<file path="config.mk">
export PLATFORM = sky130hd
export DESIGN_NAME = shift_add_mult
export DESIGN_NICKNAME = d
export VERILOG_FILES = /design/src/rtl/smul_pkg.sv /design/src/rtl/smul_sign_prep.sv /design/src/rtl/smul_ctrl.sv /design/src/rtl/smul_datapath.sv /design/src/rtl/shift_add_mult.sv
export SDC_FILE = /design/constraint.sdc
export NUM_CORES = 1
export LEC_CHECK = 0
export BUFFER_PORTS_ARGS = -buffer_cell sky130_fd_sc_hd__buf_2
export CAP_MARGIN = 0
export CELL_PAD_IN_SITES_DETAIL_PLACEMENT = 1
export CELL_PAD_IN_SITES_GLOBAL_PLACEMENT = 2
export CORE_ASPECT_RATIO = 0.7
export CORE_MARGIN = 2
export CORE_UTILIZATION = 31
export CTS_CLUSTER_SIZE = 25
export DETAILED_ROUTE_END_ITERATION = 8
export PLACE_DENSITY = 0.85
export SLEW_MARGIN = 20
export SYNTH_ARGS = -nofsm -noshare
export SYNTH_HDL_FRONTEND = slang
export SYNTH_SLANG_ARGS = --single-unit
</file>
<file path="constraint.sdc">
create_clock -name clk -period 3.5 [get_ports clk]
set_input_delay 0.35 -clock clk [delete_from_list [all_inputs] [get_ports clk]]
set_output_delay 0.35 -clock clk [all_outputs]
set_load 0.1 [all_outputs]
</file>
<file path="src/rtl/smul_pkg.sv">
package smul_pkg;
   typedef enum logic [1:0] {
      SM_IDLE = 2'd0,
      SM_RUN  = 2'd1,
      SM_FIX  = 2'd2
   } smul_state_e;
endpackage

</file>
<file path="src/rtl/smul_sign_prep.sv">
module smul_sign_prep #(
   parameter int WIDTH     = 32,
   parameter bit SIGNED_EN = 1'b1
) (
   input  logic             signed_i,
   input  logic [WIDTH-1:0] a_i,
   input  logic [WIDTH-1:0] b_i,
   output logic [WIDTH-1:0] mag_a_o,
   output logic [WIDTH-1:0] mag_b_o,
   output logic             neg_o
);
   localparam int MSB = WIDTH - 1;

   generate
      if (SIGNED_EN) begin : g_signed
         logic a_neg, b_neg;
         always_comb begin
            a_neg   = signed_i & a_i[MSB];
            b_neg   = signed_i & b_i[MSB];
            mag_a_o = a_neg ? (~a_i + 1'b1) : a_i;
            mag_b_o = b_neg ? (~b_i + 1'b1) : b_i;
            neg_o   = a_neg ^ b_neg;
         end
      end else begin : g_unsigned
         logic unused_mode;
         always_comb begin
            unused_mode = signed_i;
            mag_a_o     = a_i;
            mag_b_o     = b_i;
            neg_o       = 1'b0;
         end
      end
   endgenerate
endmodule

</file>
<file path="src/rtl/smul_ctrl.sv">
module smul_ctrl
   import smul_pkg::*;
#(
   parameter int STEPS = 32
) (
   input  logic clk,
   input  logic rst_n,
   input  logic start_i,
   output logic load_o,
   output logic step_o,
   output logic fix_o,
   output logic busy_o,
   output logic done_o
);
   localparam int CW = (STEPS > 1) ? $clog2(STEPS) : 1;
   localparam logic [CW-1:0] LAST = CW'(STEPS - 1);

   smul_state_e state_q, state_d;
   logic [CW-1:0] cnt_q, cnt_d;
   logic          done_q;

   always_comb begin
      state_d = state_q;
      cnt_d   = cnt_q;
      load_o  = 1'b0;
      step_o  = 1'b0;
      fix_o   = 1'b0;
      unique case (state_q)
         SM_IDLE: begin
            if (start_i) begin
               load_o  = 1'b1;
               cnt_d   = '0;
               state_d = SM_RUN;
            end
         end
         SM_RUN: begin
            step_o = 1'b1;
            if (cnt_q == LAST) state_d = SM_FIX;
            else               cnt_d   = cnt_q + 1'b1;
         end
         SM_FIX: begin
            fix_o   = 1'b1;
            state_d = SM_IDLE;
         end
         default: state_d = SM_IDLE;
      endcase
   end

   always_ff @(posedge clk) begin
      if (!rst_n) begin
         state_q <= SM_IDLE;
         cnt_q   <= '0;
         done_q  <= 1'b0;
      end else begin
         state_q <= state_d;
         cnt_q   <= cnt_d;
         done_q  <= (state_q == SM_FIX);
      end
   end

   assign busy_o = (state_q != SM_IDLE);
   assign done_o = done_q;
endmodule

</file>
<file path="src/rtl/smul_datapath.sv">
module smul_datapath #(
   parameter int WIDTH = 32
) (
   input  logic             clk,
   input  logic             rst_n,
   input  logic             load_i,
   input  logic             step_i,
   input  logic             fix_i,
   input  logic [WIDTH-1:0] mag_a_i,
   input  logic [WIDTH-1:0] mag_b_i,
   input  logic             neg_i,
   output logic [WIDTH-1:0] res_hi_o,
   output logic [WIDTH-1:0] res_lo_o
);
   localparam int PW = 2 * WIDTH;

   logic [WIDTH-1:0] mcand_q;
   logic [PW-1:0]    prod_q;
   logic             neg_q;
   logic [PW-1:0]    res_q;
   logic [WIDTH:0]   sum;
   logic [WIDTH-1:0] addend;
   logic [PW-1:0]    fixed;

   always_comb begin
      addend = prod_q[0] ? mcand_q : '0;
      sum    = {1'b0, prod_q[PW-1:WIDTH]} + {1'b0, addend};
      fixed  = neg_q ? (~prod_q + 1'b1) : prod_q;
   end

   always_ff @(posedge clk) begin
      if (!rst_n) begin
         mcand_q <= '0;
         prod_q  <= '0;
         neg_q   <= 1'b0;
         res_q   <= '0;
      end else begin
         if (load_i) begin
            mcand_q <= mag_a_i;
            prod_q  <= {{WIDTH{1'b0}}, mag_b_i};
            neg_q   <= neg_i;
         end else if (step_i) begin
            prod_q  <= {sum, prod_q[WIDTH-1:1]};
         end
         if (fix_i) res_q <= fixed;
      end
   end

   assign res_hi_o = res_q[PW-1:WIDTH];
   assign res_lo_o = res_q[WIDTH-1:0];
endmodule

</file>
<file path="src/rtl/shift_add_mult.sv">
module shift_add_mult #(
   parameter int WIDTH     = 32,
   parameter bit SIGNED_EN = 1'b1
) (
   input  logic             clk,
   input  logic             rst_n,
   input  logic             start_i,
   input  logic             signed_i,
   input  logic [WIDTH-1:0] mcand_i,
   input  logic [WIDTH-1:0] mplier_i,
   output logic             busy_o,
   output logic             done_o,
   output logic [WIDTH-1:0] prod_hi_o,
   output logic [WIDTH-1:0] prod_lo_o
);
   generate
      if (WIDTH < 2) begin : g_bad_width
         $error("shift_add_mult: WIDTH must be at least 2");
      end
   endgenerate

   logic             load, step, fix, neg;
   logic [WIDTH-1:0] mag_a, mag_b;

   smul_sign_prep #(.WIDTH(WIDTH), .SIGNED_EN(SIGNED_EN)) u_prep (
      .signed_i (signed_i),
      .a_i      (mcand_i),
      .b_i      (mplier_i),
      .mag_a_o  (mag_a),
      .mag_b_o  (mag_b),
      .neg_o    (neg)
   );

   smul_ctrl #(.STEPS(WIDTH)) u_ctrl (
      .clk     (clk),
      .rst_n   (rst_n),
      .start_i (start_i),
      .load_o  (load),
      .step_o  (step),
      .fix_o   (fix),
      .busy_o  (busy_o),
      .done_o  (done_o)
   );

   smul_datapath #(.WIDTH(WIDTH)) u_dp (
      .clk      (clk),
      .rst_n    (rst_n),
      .load_i   (load),
      .step_i   (step),
      .fix_i    (fix),
      .mag_a_i  (mag_a),
      .mag_b_i  (mag_b),
      .neg_i    (neg),
      .res_hi_o (prod_hi_o),
      .res_lo_o (prod_lo_o)
   );
endmodule

</file>
# After elaboration in Yosys (flattened, before gate mapping)
# Index checks and enable logic that the tools add are counted.
# op_classes
n_eq_ne	6
n_reduce_logical	7
n_addsub	5
bitwise_logic	7
n_mux	16
# op_table
op	count
2-to-1 mux 32 bit	5
adder 32 x 1 -> 32 bit (second input constant)	2
adder 64 x 1 -> 64 bit (second input constant)	1
2-to-1 mux 64 bit	1
inverter 32 bit	2
inverter 64 bit	1
adder 32 x 32 -> 33 bit	1
2-to-1 mux 5 bit	2
one-hot mux 5 bit (2 select lines)	1
nonzero test 2 bit	3
adder 5 x 1 -> 5 bit (second input constant)	1
equality test 5 bit (second input constant)	1
2-to-1 mux 1 bit	4
2-to-1 mux 2 bit	2
!= test 2 bit (second input constant)	2
one-hot mux 2 bit (2 select lines)	1
AND reduction 3 bit	1
bitwise AND 1 bit	2
equality test 2 x 1 -> 1 bit (second input constant)	1
equality test 2 bit (second input constant)	1
zero test 2 bit	1
!= test 2 x 1 -> 1 bit (second input constant)	1
AND reduction 2 bit	1
OR reduction 2 bit	1
2 further kinds	2
# totals
ff_bits	169
output_inout_bits	66
in_bits	68
word_cells	49

# Logic depth before layout (Yosys ltp)
# depth
word_depth	4
depth_mapped	12
depth_no_buf	10

# Modules after synthesis
# A second synthesis with hierarchy kept.
# unflattened
cells_unflattened	1387
hier_area_um2	11661.2
# modules_own_cells
module	seq_area_each_um2	area_per_inst_um2	n_inst	cells_each
smul_datapath	3223.1	9651.8	1	1106
smul_sign_prep	0.0	1586.5	1	234
smul_ctrl	160.2	422.9	1	47

# Least setup slack after synthesis
# No wires, ideal clock.
# synth_timing
path_type	reg2reg
start	register u_dp.prod_q[0]
end	register u_dp.prod_q[61]
period_less_slack_ns	3.243
t_arrival_ns	3.121
required_time_ns	3.378
path_stages_with_launch	13
n_path_buf	2
path_slack_ns	0.257
setup_time_ns	0.122
cell_sequence	dfxtp_1 > clkbuf_1 > clkbuf_1 > and2_1 > ha_1 > fa_1 > a21o_1 > a221o_1 > a221o_1 > a2111oi_2 > or4_1 > a2111oi_0 > nand3b_1
# synth_via
elab_chain_len	2
# synth_rtl
item	line	source
start, declared	smul_datapath.sv:18	logic [PW-1:0] prod_q;
start signal, assigned	smul_datapath.sv:40	prod_q <= {{WIDTH{1'b0}}, mag_b_i};
start signal, assigned	smul_datapath.sv:43	prod_q <= {sum, prod_q[WIDTH-1:1]};
2-to-1 mux 32 bit	smul_datapath.sv:26	addend = prod_q[0] ? mcand_q : '0;
adder 32 x 32 -> 33 bit	smul_datapath.sv:27	sum = {1'b0, prod_q[PW-1:WIDTH]} + {1'b0, addend};
# No other way between the ends.
# A chain may end at the register's enable or synchronous reset.

# Worst setup path in the final report
# Same ends and word-level chain as after synthesis.

==> impl_metrics.csv <==
group,metric,value,unit
outcome,status,"finished, final reports clean",
synth,syn_area_per_cell,7.86,um^2
route,vias,10700,
route,drc,0,
power_and_ir_drop,power,4700,uW
grt,antenna_found_initial,0,
grt,grt_pass1_wl,60900,um
sta,final-setup-viol-count,0,
power_and_ir_drop,pwr_density_cell,374,nW/um^2
sta,fin_crit_sh,0.891,
grt,grt_use_total,0.215,
critical_path,critPathSlowestCell,"or4_1",
synth,ys_types,68,
critical_path,cp.required,3890,ps
critical_path,cp_top_family,"simple AND/OR/NAND/NOR gates",
sta,tns,0,ps
cells_and_area,fillers,4191,
power_and_ir_drop,ir_drop,0.365,mV
clock_network,ctsResizeCount,0,
placement,place_hpwl,30400,um
synth,yosysSeqAreaShare,0.315,
die,row_count,56,
cells_and_area,nets,1579,
sta,max_slew_margin,0.260,
clock_network,cts_setup_buffers,0,
die,io_pins,134,
clock_network,cts.hold.buffers_added,0,
placement,place_congestion,0.901,
route,drt-vias-per-instance,5.46,
critical_path,path_class,"reg -> reg",
synth,yosysWarnings,0,
route,ant_nets,0,
synth,synth-seq-cells,169,
flow_run,maxCapViolations,0,
clock_network,cts_sinks,169,
sta,hold_viol,0,
power_and_ir_drop,power.leakage,0.00509,uW
grt,grt_pass1_vias,10300,
clock_network,clock-root-buffer,"clkbuf_16",
min_path,hold_class,"in -> reg",
clock_network,tritoncts,"built",
clock_network,htreeDepth,4,
route,drt-total-wl,39100,um
die,core_area,33800,um^2
route,drt_iter0_markers,815,
placement,numPortBuffers,133,
critical_path,cp-start-kind,"flop",
route,dr.pass1.iters,4,
synth,synth-edff-count,0,
sta,final.min_clock_period,3120,ps
synth,syn-cell-area,10700,um^2
die,die_h,160,um
synth,synth_nets,1473,
route,wl_per_cell,20.0,um
clock_network,cts_buffers,17,
synth,syn-instance-count,1367,
critical_path,crit_fanout,27,
grt,grt_max_degree,98,
clock_network,clkTransAtPathRegs,80,ps
grt,grt_overflow,0,
die,die_w,226,um
cells_and_area,layout-drive-gt1-share,0.160,
critical_path,crit_top_cell,"buf_4",
die,die-area,36200,um^2
cells_and_area,syn2layout_area_growth,16.9,%
die,start_util,0.318,
synth,async_flop_share,0,
critical_path,crit_buf_inv,2,
critical_path,path_cells,"buf_4 -> and2_1 -> ha_1 -> nand4_1 -> nor2_1 -> a221o_1 -> a2111oi_2 -> buf_4 -> or4_1 -> a2111oi_0 -> nand3b_1",
clock_network,insertion_delay,450,ps
critical_path,critical_path_arrival,3510,ps
sta,worst_slew_pin_slew,1110,ps
sta,rsz0062_at_grt,"no",
critical_path,worstSetupEndpointType,"flop",
critical_path,slowest_delay,550,ps
clock_network,ctsLongestPathBuffers,2,
sta,slew_violations,0,
synth,synthFlopType,"dfxtp_1",
sta,clock.fmax,321,MHz
sta,finalClockSkew,12.9,ps
tightest hold or removal path: cells and delay by family:
kind / cells / cell delay (ps)
buf+inv: 1 / 130
compound gates: 1 / 80
simple gates: 1 / 60
where the power goes:
| part | switching (uW) | total, uW | internal (uW) | leakage (uW) |
|---|---|---|---|---|
| logic | 505 | 780 | 275 | 0.00345 |
| registers | 104 | 2100 | 2000 | 0.00138 |
| clock network | 861 | 1820 | 955 | 0.000265 |
| total | 1470 | 4700 | 3230 | 0.00509 |
path summary, 6_finish.rpt:
| kind | from | to | slack, ps | cells after the start |
|---|---|---|---|---|
| min | mcand_i[1] | u_dp.mcand_q[1] | 220 | 3 |
| min reg2reg | u_dp.mcand_q[26] | u_dp.mcand_q[26] | 460 | 2 |
| max | u_dp.prod_q[0] | u_dp.prod_q[61] | 380 | 11 |
| max reg2reg | u_dp.prod_q[0] | u_dp.prod_q[61] | 380 | 11 |
registers in the layout, summed over array words and instances (netlist names):
| name | count |
|---|---|
| u_dp.res_q | 64 |
| u_dp.prod_q | 64 |
| u_dp.mcand_q | 32 |
| u_dp.neg_q | 1 |
| u_ctrl.cnt_q | 5 |
| u_ctrl.done_o | 1 |
| u_ctrl.state_q | 2 |
metal layers:
layer | wire (um) | vias to the layer above | GRT usage | part of all wire
met1 | 21800 | 5180 | 0.354 | 0.56
li1 | - | 5197 | - | -
met2 | 14500 | 260 | 0.277 | 0.37
met3 | 2550 | 20 | 0.0453 | 0.065
met5 | 0 | - | 0 | 0
met4 | 235 | 0 | 0.0329 | 0.0060
cells by family after synthesis:
family                     count (synthesis)  synth area share
and+or+nand+nor                          501             0.232
AOI/OAI and AO/OA                        392             0.240
DFF                                      169             0.315
xor gates and xnor gates                 133             0.108
buffers and inverters                    115            0.0414
adders and majority gates                 38            0.0450
muxes                                     19            0.0177
through the flow:
stage	cells	cell area (um^2)	hold WS [ps]	util	worst slack [ps]
detailed placement	1918	12000	451	0.355	372
CTS	1950	12600	210	0.372	388
finish	1951	12600	224	0.372	383
global route	1950	12600	218	0.372	123
floorplan	1367	10700	417	-	257
global placement	1918	12000	436	0.355	480
area by class of cell:
cell class / count / area, um^2 / area share
flip-flops and latches: 169 / 3380 / 0.269
multi-input cells: 1083 / 6930 / 0.552
clock inverters: 12 / 92.6 / 0.00737
clock buffers: 20 / 457 / 0.0364
repair buffers: 179 / 1020 / 0.0815
well taps: 464 / 581 / 0.0462
diodes: 1 / 2.50 / 0.000199
inverters: 23 / 86.3 / 0.00688
Yosys cell counts (all sizes together), types with 4 or more instances:
cell type  instances  area, um^2
dfxtp            169        3380
nand2            138         518
nor2             137         514
a21oi             96         480
xor2              83         727
clkbuf            81         304
o21ai             76         380
a211oi            68         510
xnor2             50         438
nand3             45         225
and2              37         231
ha                37         463
nor3              30         176
a21o              25         188
o31ai             25         198
inv               23        86.3
or3               21         131
mux2i             19         190
o41ai             19         174
or4               18         146
a311oi            17         149
a31oi             17         106
nor4              16         115
and3              15        93.8
o22ai             12        75.1
buf               11        53.8
nand4             10        68.8
nand2b             7        43.8
o211ai             7        52.6
or2                6        37.5
a221oi             4        35.0
a22oi              4        30.0
nand3b             4        30.0
nor2b              4        25.0
nor4b              4        50.1
o21bai             4        30.0
cells in the final DEF (no fill, tap or decap), drive strengths merged, types with 37 or more instances in the layout:
cell type	synthesis	routed
ha	37	37
a21oi	96	96
a211oi	68	68
nor2	137	137
nand3	45	45
and2	37	37
buf	11	179
nand2	138	138
xnor2	50	50
xor2	83	83
o21ai	76	76
dfxtp	169	169
No activity file was read; power rests on OpenSTA's default activity.
